[src/rtl/msi_rx_pkg.sv]
package msi_rx_pkg;
  localparam int unsigned NUM_VEC  = 32;
  localparam int unsigned VEC_W    = $clog2(NUM_VEC);
  localparam int unsigned REG_DW   = 32;
  localparam int unsigned REG_AW   = 8;
  localparam int unsigned MSG_AW   = 64;
  localparam int unsigned TGT_W    = MSG_AW - 2;
  localparam int unsigned PAT_W    = 16;

  localparam logic [REG_AW-1:0] OFS_PEND   = 8'h00;
  localparam logic [REG_AW-1:0] OFS_CLEAR  = 8'h08;
  localparam logic [REG_AW-1:0] OFS_MSET   = 8'h10;
  localparam logic [REG_AW-1:0] OFS_MCLR   = 8'h14;
  localparam logic [REG_AW-1:0] OFS_TGT_LO = 8'h20;
  localparam logic [REG_AW-1:0] OFS_TGT_HI = 8'h24;
  localparam logic [REG_AW-1:0] OFS_DCFG   = 8'h28;

  typedef struct packed {
    logic             en;
    logic [TGT_W-1:0] tgt;
    logic [PAT_W-1:0] cmask;
    logic [PAT_W-1:0] pat;
  } match_cfg_t;
endpackage

[src/rtl/msi_rx_cfg.sv]
module msi_rx_cfg
  import msi_rx_pkg::*;
#(
  parameter logic [REG_DW-1:0] DCFG_RST = 32'hFFE0_6540
) (
  input  logic              clk,
  input  logic              rst_n,
  input  logic              wr_en,
  input  logic [REG_AW-1:0] wr_addr,
  input  logic [REG_DW-1:0] wr_data,
  output match_cfg_t        cfg,
  output logic [REG_DW-1:0] tgt_lo,
  output logic [REG_DW-1:0] tgt_hi,
  output logic [REG_DW-1:0] dcfg,
  output logic [NUM_VEC-1:0] clr_req,
  output logic [NUM_VEC-1:0] mset_req,
  output logic [NUM_VEC-1:0] mclr_req
);
  logic [REG_DW-1:0] lo_q, hi_q, dcfg_q;

  always_ff @(posedge clk) begin
    if (!rst_n) begin
      lo_q   <= '0;
      hi_q   <= '0;
      dcfg_q <= DCFG_RST;
    end else if (wr_en) begin
      if (wr_addr == OFS_TGT_LO) lo_q   <= wr_data;
      if (wr_addr == OFS_TGT_HI) hi_q   <= wr_data;
      if (wr_addr == OFS_DCFG)   dcfg_q <= wr_data;
    end
  end

  always_comb begin
    clr_req  = '0;
    mset_req = '0;
    mclr_req = '0;
    if (wr_en) begin
      if (wr_addr == OFS_CLEAR) clr_req  = wr_data[NUM_VEC-1:0];
      if (wr_addr == OFS_MSET)  mset_req = wr_data[NUM_VEC-1:0];
      if (wr_addr == OFS_MCLR)  mclr_req = wr_data[NUM_VEC-1:0];
    end
  end

  always_comb begin
    cfg.en    = lo_q[0];
    cfg.tgt   = {hi_q, lo_q[REG_DW-1:2]};
    cfg.cmask = dcfg_q[REG_DW-1:PAT_W];
    cfg.pat   = dcfg_q[PAT_W-1:0];
  end

  assign tgt_lo = lo_q;
  assign tgt_hi = hi_q;
  assign dcfg   = dcfg_q;

  // a register write is visible on the next cycle
  a_r10_dcfg_wr: assert property (@(posedge clk) disable iff (!rst_n)
    (wr_en && wr_addr == OFS_DCFG) |=> (dcfg == $past(wr_data)));
endmodule

[src/rtl/msi_rx_match.sv]
module msi_rx_match
  import msi_rx_pkg::*;
(
  input  match_cfg_t        cfg,
  input  logic              valid,
  input  logic [MSG_AW-1:0] addr,
  input  logic [REG_DW-1:0] data,
  output logic              hit,
  output logic [VEC_W-1:0]  vec
);
  logic addr_ok, data_ok;
  logic unused_upper;

  assign unused_upper = ^{data[REG_DW-1:PAT_W], addr[1:0]};
  assign addr_ok = (addr[MSG_AW-1:2] == cfg.tgt);
  assign data_ok = ((data[PAT_W-1:0] & cfg.cmask) == (cfg.pat & cfg.cmask));
  assign hit     = valid && cfg.en && addr_ok && data_ok;
  assign vec     = data[VEC_W-1:0];
endmodule

[src/rtl/msi_rx_bank.sv]
module msi_rx_bank
  import msi_rx_pkg::*;
(
  input  logic               clk,
  input  logic               rst_n,
  input  logic               hit,
  input  logic [VEC_W-1:0]   vec,
  input  logic [NUM_VEC-1:0] clr_req,
  input  logic [NUM_VEC-1:0] mset_req,
  input  logic [NUM_VEC-1:0] mclr_req,
  output logic [NUM_VEC-1:0] pend,
  output logic [NUM_VEC-1:0] mask,
  output logic               irq
);
  logic [NUM_VEC-1:0] set_vec;

  always_comb begin
    set_vec = '0;
    if (hit) set_vec[vec] = 1'b1;
  end

  for (genvar i = 0; i < NUM_VEC; i++) begin : g_vec
    always_ff @(posedge clk) begin
      if (!rst_n) begin
        pend[i] <= 1'b0;
        mask[i] <= 1'b1;
      end else begin
        if (set_vec[i])      pend[i] <= 1'b1;
        else if (clr_req[i]) pend[i] <= 1'b0;
        if (mset_req[i])      mask[i] <= 1'b1;
        else if (mclr_req[i]) mask[i] <= 1'b0;
      end
    end
  end

  assign irq = |(pend & ~mask);

  // a hit latches its vector
  a_r2_hit_sets: assert property (@(posedge clk) disable iff (!rst_n)
    hit |=> pend[$past(vec)]);
  // a new message beats a clear on the same vector
  a_r8_msg_wins: assert property (@(posedge clk) disable iff (!rst_n)
    ((set_vec & clr_req) != '0) |=> ((pend & $past(set_vec & clr_req)) == $past(set_vec & clr_req)));
  // cleared bits fall unless a message hits them
  a_r5_clear: assert property (@(posedge clk) disable iff (!rst_n)
    (clr_req != '0) |=> ((pend & $past(clr_req & ~set_vec)) == '0));
  // pending bits without a clear stay set
  a_r11_hold: assert property (@(posedge clk) disable iff (!rst_n)
    1'b1 |=> ((pend & $past(pend & ~clr_req)) == $past(pend & ~clr_req)));
  // masking wins over unmasking
  a_r6_mask_set: assert property (@(posedge clk) disable iff (!rst_n)
    (mset_req != '0) |=> ((mask & $past(mset_req)) == $past(mset_req)));
endmodule

[src/rtl/msi_rx_top.sv]
module msi_rx_top
  import msi_rx_pkg::*;
#(
  parameter logic [31:0] DCFG_RST = 32'hFFE0_6540
) (
  input  logic        clk,
  input  logic        rst_n,
  input  logic        msg_valid,
  output logic        msg_ready,
  input  logic [63:0] msg_addr,
  input  logic [31:0] msg_data,
  input  logic        reg_wr,
  input  logic [7:0]  reg_addr,
  input  logic [31:0] reg_wdata,
  output logic [31:0] reg_rdata,
  output logic        irq
);
  match_cfg_t         cfg;
  logic [REG_DW-1:0]  tgt_lo, tgt_hi, dcfg;
  logic [NUM_VEC-1:0] clr_req, mset_req, mclr_req, pend, mask;
  logic               hit;
  logic [VEC_W-1:0]   vec;

  assign msg_ready = 1'b1;

  msi_rx_cfg #(.DCFG_RST(DCFG_RST)) u_cfg (
    .clk(clk), .rst_n(rst_n), .wr_en(reg_wr), .wr_addr(reg_addr),
    .wr_data(reg_wdata), .cfg(cfg), .tgt_lo(tgt_lo), .tgt_hi(tgt_hi),
    .dcfg(dcfg), .clr_req(clr_req), .mset_req(mset_req), .mclr_req(mclr_req)
  );

  msi_rx_match u_match (
    .cfg(cfg), .valid(msg_valid && msg_ready), .addr(msg_addr),
    .data(msg_data), .hit(hit), .vec(vec)
  );

  msi_rx_bank u_bank (
    .clk(clk), .rst_n(rst_n), .hit(hit), .vec(vec), .clr_req(clr_req),
    .mset_req(mset_req), .mclr_req(mclr_req), .pend(pend), .mask(mask),
    .irq(irq)
  );

  always_comb begin
    unique case (reg_addr)
      OFS_PEND:           reg_rdata = pend;
      OFS_MSET, OFS_MCLR: reg_rdata = mask;
      OFS_TGT_LO:         reg_rdata = tgt_lo;
      OFS_TGT_HI:         reg_rdata = tgt_hi;
      OFS_DCFG:           reg_rdata = dcfg;
      default:            reg_rdata = '0;
    endcase
  end

  // with the enable bit low and no clear, pending bits do not move
  a_r3_disabled: assert property (@(posedge clk) disable iff (!rst_n)
    (!tgt_lo[0] && clr_req == '0) |=> $stable(pend));
  // no pending bit rises in a cycle without a valid message
  a_r9_no_valid: assert property (@(posedge clk) disable iff (!rst_n)
    !msg_valid |=> ((pend & ~$past(pend)) == '0));
endmodule

[config.mk]
export PLATFORM = sky130hd
export DESIGN_NAME = msi_rx_top
export DESIGN_NICKNAME = d
export VERILOG_FILES = /design/src/rtl/msi_rx_pkg.sv /design/src/rtl/msi_rx_cfg.sv /design/src/rtl/msi_rx_match.sv /design/src/rtl/msi_rx_bank.sv /design/src/rtl/msi_rx_top.sv
export SDC_FILE = /design/constraint.sdc
export NUM_CORES = 1
export LEC_CHECK = 0
export BUFFER_PORTS_ARGS = -buffer_cell sky130_fd_sc_hd__buf_2
export CORE_MARGIN = 2
export CORE_UTILIZATION = 35
export CTS_BUF_LIST = sky130_fd_sc_hd__clkbuf_8
export DETAILED_ROUTE_END_ITERATION = 8
export GPL_TIMING_DRIVEN = 1
export PLACE_DENSITY = 0.59
export SLEW_MARGIN = 20
export SYNTH_ARGS = -nofsm -noshare
export SYNTH_HDL_FRONTEND = slang
export SYNTH_SLANG_ARGS = --single-unit
export TNS_END_PERCENT = 30
[constraint.sdc]
create_clock -name clk -period 4.3 [get_ports clk]
set_input_delay 0.43 -clock clk [delete_from_list [all_inputs] [get_ports clk]]
set_output_delay 0.43 -clock clk [all_outputs]
set_load 0.02 [all_outputs]
== Word-level counts from Yosys, hierarchy flattened ==
Cells that the tools add are included.
W data, S select, Z words.

* ROM bits: 0
* Memories kept: 0
* Input bits: 140
* Flip-flop bits (word level): 160
* Latch bits: 0
* Word-level logic and storage cells: 230
* Output and inout bits: 34
* RAM bits: 0

* Div/mod/pow operators: 0
* Equal/unequal tests: 8
* Multipliers: 0
* Shift operators: 0
* $add $sub $neg: 0
* Mux-type cells: 74
* Bitwise operators: 5
* $lt $le $gt $ge: 2
* Reduce and logical (&&, ||, !) cells: 74

{| class="wikitable"
|+ Operators with widths
! cell !! number
|-
| $mux W32 || 7
|-
| $pmux W32 S5 || 1
|-
| $reduce_or A2 Y1 || 33
|-
| $mux W1 || 65
|-
| $reduce_bool A2 Y1 || 32
|-
| $eq A62 B62 Y1 || 1
|-
| $and A16 B16 Y16 || 2
|-
| $and A32 B32 Y32 || 1
|-
| $not A32 Y32 || 1
|-
| $reduce_or A32 Y1 || 1
|-
| $eq A8 B6 Y1 const B || 3
|-
| $eq A16 B16 Y1 || 1
|-
| $eq A8 B5 Y1 const B || 2
|-
| $eq A8 B4 Y1 const B || 1
|-
| $logic_not A8 Y1 || 1
|-
| $lt A5 B6 Y1 const B || 1
|-
| $reduce_and A2 Y1 || 3
|-
| $demux W1 S5 || 1
|-
| $ge A5 B1 Y1 const B || 1
|-
| $logic_and A1 B1 Y1 || 4
|-
| $not A1 Y1 || 1
|}

== Logic depth before layout (Yosys ltp) ==
Gate-level depths: netlist (run 1).

* Depth in word-level cells: 6
* Mapped depth: 9
* Mapped depth without buffers: 6

== Cells and area by module ==
From an unflattened synthesis (run 1), not the netlist that was laid out.

* Cell total of the unflattened synthesis: 1,136
* Area total of the unflattened synthesis: 9,999.6 sq um

{| class="wikitable"
|+ By module, submodules not included
! module !! cells each !! area an instance (sq um) !! instances
|-
| msi_rx_cfg || 575 || 5,109.9 || 1
|-
| msi_rx_bank || 275 || 2,568.7 || 1
|-
| msi_rx_top || 163 || 1,337.5 || 1
|-
| msi_rx_match || 123 || 983.4 || 1
|}

== Least setup slack after synthesis (run 1) ==
OpenSTA, ideal clock, no wires.

* Path kind: in2out
* From: input reg_addr[7]
* To: output reg_rdata[0]
* Setup slack: 1.717 ns
* Stages: 5
* Data arrival time: 2.153 ns
* Cell sequence: or4_4 > nor3_1 > nor3b_1 > clkbuf_1 > a221o_1

* Longest elaborated chain between the ends: 3
* Elaborated cells between the ends (all ways): 8

{| class="wikitable"
|+ RTL lines
! what !! RTL line !! text
|-
| start, declared || msi_rx_top.sv:13 || <nowiki>input logic [7:0] reg_addr,</nowiki>
|-
| $eq A8 B5 Y1 || msi_rx_top.sv:44 || <nowiki>unique case (reg_addr)</nowiki>
|-
| $reduce_or A2 Y1 || msi_rx_top.sv:44 ||
|-
| $pmux W32 S5 * || msi_rx_top.sv:44 ||
|-
| end, declared || msi_rx_top.sv:15 || <nowiki>output logic [31:0] reg_rdata,</nowiki>
|}

Mark *: on every way between the ends. The rest lies on a longest branch, timed or not.

== Final worst setup path (run 1) ==
* From: input reg_addr[7]
* To: output reg_rdata[29]

Same word-level chain as after synthesis.

==> results of run 1 <==
## kinds of logic (layout without fill, tap and decap cells)
family | count (synthesis) | count (layout) | synth area share [%]
xor gates and xnor gates | 60 | 60 | 6.20
other | 1 | 1 | 0.0442
AOI/OAI and AO/OA | 251 | 251 | 21.6
muxes | 64 | 64 | 7.56
buffers and inverters | 125 | 252 | 6.27
and+or+nand+nor | 393 | 393 | 20.5
DFF | 160 | 160 | 37.8
## state kept, by name (all words and copies together) (netlist names)
name / cells
u_cfg.tgt_hi: 32
u_bank.pend: 32
u_bank.mask: 32
u_cfg.tgt_lo: 32
u_cfg.dcfg: 32
## worst register-to-register path, delay by kind of cell, from the launching register on
kind	cells	cell delay (ns)
AO/OA/AOI/OAI	3	0.99
XOR/XNOR	1	0.17
buffers and inverters	1	0.41
flip-flops	1	0.35
AND/OR/NAND/NOR	2	0.37
## worst paths after layout
check | slack [ns] | depth (start not counted) | endpoint
max | 1.28 | 7 | reg_rdata[29]
min | 0.25 | 3 | u_cfg.tgt_lo[30]
max reg2reg | 1.96 | 7 | u_bank.pend[11]
min reg2reg | 0.48 | 2 | u_cfg.tgt_lo[1]
## layer usage
layer  routed length (um)  GRT usage, %
met2                14000          37.5
met4                  895          7.64
met3                 2810          5.19
met1                14200          34.6
met5                    0             0
## placed cells by master, fill, tap and decap left out, drive strengths merged, types with 8 or more instances in the layout
cell type  Yosys  routed
mux2i         64      64
a221o         32      32
nor2          27      27
o22ai         22      22
nand3         24      24
nor4          12      12
a31o          32      32
buf           23     170
a21boi        48      48
o21ai         32      32
clkbuf        51      17
inv           51      54
o211ai        33      33
nand2        262     262
nor3          12      12
dfxtp        160     160
nor2b         35      35
xnor2         10      10
a22oi          8       8
a21oi         32      32
xor2          50      50
## through the flow
step	utilization, %	worst slack [ns]	instance area [um^2]
2_1_floorplan	-	1.72	8480
3_3_place_gp	40.0	1.26	9460
3_5_place_dp	40.0	1.28	9460
4_1_cts	41.7	1.26	9840
5_1_grt	41.7	1.22	9840
6_report	41.7	1.28	9840
## power breakdown
part	switching [mW]	leakage, nW	total [mW]	internal (mW)
clock	0.585	0.201	1.14	0.560
sequential	0.00207	1.29	1.48	1.48
combinational	0.152	2.78	0.242	0.0900
## area by class of cell
| class | instances | area, um^2 | area share (%) |
|---|---|---|---|
| clock buffer | 17 | 234 | 2.38 |
| clock inverter | 14 | 153 | 1.55 |
| multi-input combinational | 769 | 4770 | 48.4 |
| timing repair buffer | 170 | 896 | 9.10 |
| sequential | 160 | 3200 | 32.5 |
| inverter | 51 | 191 | 1.94 |
| tap | 319 | 399 | 4.05 |
==> insert_results.sql, run 1 <==
INSERT INTO impl_metrics (metric_group, metric, value, unit) VALUES
('cts', 'clock_sink_count', '160', ''),
('synth', 'synth_most_common_cell', 'sky130_fd_sc_hd__nand2_1', ''),
('cts', 'clk_transition_reported_paths', '0.09', 'ns'),
('sta', 'worst-slew-pin-transition', '0.871', 'ns'),
('critical_path', 'critical_path_class', 'input pin to output port', ''),
('power_and_ir_drop', 'p_per_area', '292', 'mW/mm^2'),
('power_and_ir_drop', 'design_power_total', '2.87', 'mW'),
('sta', 'final-max-slew-violation-count', '0', ''),
('sta', 'timing.final.setup_violations', '0', ''),
('global_routing', 'grt_pass1_vias', '7642', ''),
('floorplanning', 'io-pin-count', '174', ''),
('critical_path', 'crit_path_capture_type', 'output port', ''),
('drt', 'postRouteWirelength', '32.0', 'mm'),
('critical_path', 'crit_arrival', '2.59', 'ns'),
('sta', 'timing_limited_maximum_frequency', '331', 'MHz'),
('synth', 'synthCells', '1054', ''),
('sta', 'fin_crit_sh', '70.3', '%'),
('synth', 'yosys-top-cells-count', 'sky130_fd_sc_hd__nand2_1, sky130_fd_sc_hd__dfxtp_1, sky130_fd_sc_hd__mux2i_1', ''),
('hold_path', 'holdCritStartpoint', 'reg_wdata[30]', ''),
('cts', 'ctsRootBufferMaster', 'sky130_fd_sc_hd__clkbuf_8', ''),
('drt', 'drt-wirelength-per-cell', '21.3', 'um'),
('power_and_ir_drop', 'leakage_component_of_the_power', '4.27', 'nW'),
('floorplanning', 'initial_utilization', '35.9', '%'),
('critical_path', 'worstPathBufferInverterCount', '3', ''),
('synth', 'number_of_distinct_library_cells_after_synthesis', '43', ''),
('synth', 'netlist_area', '0.00848', 'mm^2'),
('critical_path', 'cp.required', '3.87', 'ns'),
('critical_path', 'max_stage_delay', '0.55', 'ns'),
('synth', 'synthesized_nets', '1194', ''),
('drt', 'detail_route.iter0.violations', '891', ''),
('layout', 'filler_cell_count_in_the_final_layout', '2427', ''),
('global_routing', 'antenna_violations_before_repair', '0', ''),
('cts', 'htreeDepth', '4', ''),
('critical_path', 'r2r-start', 'u_cfg.dcfg[13]', ''),
('cts', 'clock_path_buffers', '2', ''),
('synth', 'netlist.top_cell.by_area', 'sky130_fd_sc_hd__dfxtp_1', ''),
('sta', 'finClkSkew', '0.0118', 'ns'),
('floorplanning', 'total_die_area', '0.0255', 'mm^2'),
('sta', 'report.final.hold_viol_count', '0', ''),
('hold_path', 'hold_class', 'input pin to flip-flop', ''),
('synth', 'post_synth_main_area_contributors', 'sky130_fd_sc_hd__dfxtp_1, sky130_fd_sc_hd__nand2_1, sky130_fd_sc_hd__mux2i_1', ''),
('synth', 'yosysTopAreaCellShare', '37.8', '%'),
('cts', 'insertion_delay_of_the_later_clocked_pin_in_the_worst_skew_pair', '0.47', 'ns'),
('floorplanning', 'chipHeight', '160', 'um'),
('sta', 'slew_headroom', '41.9', '%'),
('cts', 'holdBufCountCts', '0', ''),
('run_status', 'status', 'finished clean', ''),
('global_routing', 'grt_first_pass_wirelength', '47.4', 'mm'),
('global_routing', 'grt_start_max_net_pins', '87', ''),
('synth', 'asyncSetResetFlopFracSynth', '0', '%'),
('floorplanning', 'die-width', '160', 'um'),
('run', 'cap_viol_max_count', '0', ''),
('synth', 'postSynth.topFlopCell', 'sky130_fd_sc_hd__dfxtp_1', ''),
('layout', 'areaGrowthSynthToFinish', '16.1', '%'),
('critical_path', 'crit_path_cell_trace', 'buf_2 > or4_4 > or4b_1 > buf_4 > o21ai_0 > a221o_1 > buf_2', ''),
('drt', 'detail-route-antenna-nets', '0', ''),
('critical_path', 'critical_path.top_delay_family', 'simple AND/OR/NAND/NOR gates', ''),
('power_and_ir_drop', 'peakVddDrop', '0.130', 'mV'),
('floorplanning', 'row_count', '56', ''),
('layout', 'final_layout_size_suffix_gt1_share', '20.1', '%'),
('critical_path', 'cell_type_with_the_highest_occurrence_count_on_the_critical_path', 'sky130_fd_sc_hd__buf_2', ''),
('sta', 'unrepaired_setup_endpoints_after_global_routing', 'no', ''),
('drt', 'post-route-drc-count', '0', ''),
('synth', 'register_area_share_after_synthesis', '37.8', '%'),
('drt', 'num_vias', '8164', ''),
('drt', 'firstDrtPassIters', '5', ''),
('synth', 'yosys_register_bits', '160', ''),
('global_routing', 'global_route.overflow_total', '0', ''),
('critical_path', 'crit_path_slowest_cell', 'sky130_fd_sc_hd__or4_4', ''),
('cts', 'cts_made_buffers', '17', ''),
('layout', 'finish.cell_count_without_fillers', '1500', '');
Note: power is estimated with default switching activity, not from simulation.
==> run 2, diff against run 1 <==
clock period = 3.02 ns   (was 4.3 ns; I/O delays follow)
==> run 2 against run 1 <==
Compared with the run above:
- final cell count increased by 0.20%
- worst hold slack got worse by 0.13 ns
- first-iteration DRC count decreased by 4.8%
- sequential power increased by 43%
- via count increased by 0.45%
- count of clock-buffer cells in the layout increased by 1
- register-to-register slack got worse by 1.2 ns
- critical endpoint is now reg_rdata[21]
- largest cell class unchanged
==> insert_results.sql, run 2 (synthesis results as in run 1) <==
INSERT INTO impl_metrics (metric_group, metric, value, unit) VALUES
('run_status', 'status', 'finished clean', ''),
('placement', 'buffer_ports.inserted', '154', ''),
('drt', 'num_vias', '8201', ''),
('critical_path', 'cp-startpoint', 'reg_addr[7]', ''),
('cts', 'cts_post_setup_buffers_inserted', '0', ''),
('sta', 'worst-slew-pin-transition', '0.657', 'ns'),
('hold_path', 'holdCritStartpoint', 'reg_wdata[30]', ''),
('hold_path', 'min_delay_worst_endpoint', 'u_cfg.tgt_lo[30]', ''),
('sta', 'holdWs', '0.117', 'ns'),
('critical_path', 'worst_r2r_endpoint', 'u_bank.pend[13]', ''),
('hold_path', 'hold_class', 'input pin to flip-flop', ''),
('global_routing', 'grt_start_max_net_pins', '66', ''),
('critical_path', 'r2r_slack', '0.75', 'ns'),
('drt', 'drt-wirelength-per-cell', '21.4', 'um'),
('cts', 'clock_sink_count', '160', ''),
('sta', 'fin_crit_sh', '92.7', '%'),
('sta', 'report.final.hold_viol_count', '0', ''),
('power_and_ir_drop', 'peakVddDrop', '0.186', 'mV'),
('layout', 'layout_nets', '1312', ''),
('floorplanning', 'total_die_area', '0.0255', 'mm^2'),
('run', 'cap_viol_max_count', '0', ''),
('critical_path', 'crit_arrival', '2.50', 'ns'),
('power_and_ir_drop', 'switching_power', '1.04', 'mW'),
('power_and_ir_drop', 'pwr-share-comb', '8.9', '%'),
('global_routing', 'global_route.overflow_total', '0', ''),
('cts', 'ctsRootBufferMaster', 'sky130_fd_sc_hd__clkbuf_8', ''),
('placement', 'globalplace.congestion', '0.885', ''),
('layout', 'post-route-cell-area', '0.00988', 'mm^2'),
('drt', 'post-route-drc-count', '0', ''),
('drt', 'via_per_inst', '5.46', ''),
('layout', 'layout.cells.most_common', 'sky130_fd_sc_hd__nand2_1', ''),
('floorplanning', 'chipHeight', '160', 'um'),
('placement', 'place.detailed.instances', '1472', ''),
('floorplanning', 'initial_utilization', '35.9', '%'),
('cts', 'holdBufCountCts', '0', ''),
('critical_path', 'crit_path_capture_type', 'output port', ''),
('layout', 'antenna_cells', '0', ''),
('critical_path', 'worst-path-max-fanout', '34', ''),
('power_and_ir_drop', 'seq_power_share', '53.8', '%'),
('cts', 'insertion_delay_of_the_later_clocked_pin_in_the_worst_skew_pair', '0.47', 'ns'),
('layout', 'areaGrowthSynthToFinish', '16.5', '%'),
('power_and_ir_drop', 'p_per_area', '398', 'mW/mm^2'),
('cts', 'clock_tree_from_tritoncts', 'yes', ''),
('hold_path', 'worstHoldPathCells', '3', ''),
('floorplanning', 'core-area', '0.0236', 'mm^2'),
('drt', 'detail-route-antenna-nets', '0', ''),
('global_routing', 'grt_first_pass_wirelength', '47.6', 'mm'),
('floorplanning', 'io-pin-count', '174', ''),
('power_and_ir_drop', 'switching_power_as_a_share_of_total_power', '26.4', '%'),
('cts', 'cts_made_buffers', '17', ''),
('placement', 'placement.cell_area', '0.00953', 'mm^2'),
('layout', 'commonest_non_fill_non_tap_cells_in_the_layout', 'sky130_fd_sc_hd__nand2_1, sky130_fd_sc_hd__dfxtp_1, sky130_fd_sc_hd__buf_2', ''),
('cts', 'htreeDepth', '4', ''),
('global_routing', 'antenna_violations_before_repair', '0', ''),
('power_and_ir_drop', 'p_int', '2.89', 'mW'),
('critical_path', 'cp.required', '2.72', 'ns'),
('critical_path', 'r2r-start', 'u_cfg.tgt_lo[30]', ''),
('drt', 'firstDrtPassIters', '6', ''),
('critical_path', 'reg2regPathDepth', '7', ''),
('cts', 'clock_path_buffers', '2', ''),
('cts', 'postCtsResizedCells', '0', ''),
('drt', 'postRouteWirelength', '32.2', 'mm'),
('layout', 'final_layout_size_suffix_gt1_share', '20.4', '%'),
('layout', 'finish.cell_count_without_fillers', '1503', ''),
('drt', 'detail_route.iter0.violations', '848', ''),
('sta', 'unrepaired_setup_endpoints_after_global_routing', 'no', ''),
('sta', 'finClkSkew', '0.0140', 'ns'),
('sta', 'finalCriticalPeriod', '2.80', 'ns'),
('power_and_ir_drop', 'pwr-share-clk', '37.4', '%'),
('sta', 'slew_headroom', '56.2', '%'),
('floorplanning', 'row_count', '56', ''),
('cts', 'clk_transition_reported_paths', '0.09', 'ns'),
('global_routing', 'grt_pass1_vias', '7670', ''),
('layout', 'postLayoutCoreUtil', '41.8', '%'),
('layout', 'filler_cell_count_in_the_final_layout', '2430', ''),
('global_routing', 'global_route.usage.total', '24.7', '%'),
('floorplanning', 'die-width', '160', 'um'),
('sta', 'timing_limited_maximum_frequency', '357', 'MHz'),
('critical_path', 'critical_path_class', 'input pin to output port', ''),
('placement', 'hpwl_detailed', '23.7', 'mm'),
('power_and_ir_drop', 'leakage_component_of_the_power', '4.27', 'nW'),
('sta', 'timing.final.setup_violations', '0', ''),
('sta', 'finalSetupTns', '0', 'ns'),
('critical_path', 'critical_path.startpoint_type', 'input pin', ''),
('sta', 'final-max-slew-violation-count', '0', '');
==> run 2: critical path: stages <==
cell and delay, ns:
sky130_fd_sc_hd__buf_2 0.09, sky130_fd_sc_hd__or4_4 0.55, sky130_fd_sc_hd__or4b_1 0.48, sky130_fd_sc_hd__buf_4 0.27, sky130_fd_sc_hd__o21ai_0 0.39, sky130_fd_sc_hd__a221o_1 0.21
sky130_fd_sc_hd__buf_2 0.18
==> run 2: power by group through the flow <==
| stage | Sequential (mW) | Clock (mW) | Combinational, mW |
|---|---|---|---|
| 6_report | 2.11 | 1.47 | 0.348 |
| 2_1_floorplan | 2.16 | 0 | 0.144 |
| 5_1_grt | 2.11 | 1.59 | 0.367 |
| 4_1_cts | 2.11 | 1.49 | 0.344 |
| 3_3_place_gp | 2.16 | 0 | 0.343 |
| 3_5_place_dp | 2.16 | 0 | 0.342 |
==> run 2: layout make-up <==
class / count / area, um^2 / share of cell area [%]
well taps: 319 / 399 / 4.04
clock inverters: 13 / 98.8 / 1.00
flip-flops and latches: 160 / 3200 / 32.4
clock buffers: 18 / 248 / 2.51
multi-input cells: 769 / 4770 / 48.3
inverters: 51 / 191 / 1.94
repair buffers: 173 / 968 / 9.81
==> run 2: worst max-delay path by stage <==
stage | endpoint | cells after the start
detailed placement | reg_rdata[15] | 7
global route | reg_rdata[23] | 7
global placement | reg_rdata[15] | 7
floorplan | reg_rdata[0] | 5
CTS | reg_rdata[15] | 7
finish | reg_rdata[21] | 7
==> run 2: metal layers <==
metal	vias to the layer above	wire, um	global-route usage (%)
li1	3896	-	-
met1	3881	14700	35.2
met2	383	14300	38.1
met3	41	2410	4.55
met4	0	725	7.15
met5	-	0	0
==> run 2: per-stage QoR <==
stage | worst slack (ns) | total power [mW]
global placement | 0.290 | 2.51
finish | 0.222 | 3.93
floorplan | 0.693 | 2.31
CTS | 0.282 | 3.95
detailed placement | 0.296 | 2.50
global route | 0.208 | 4.07
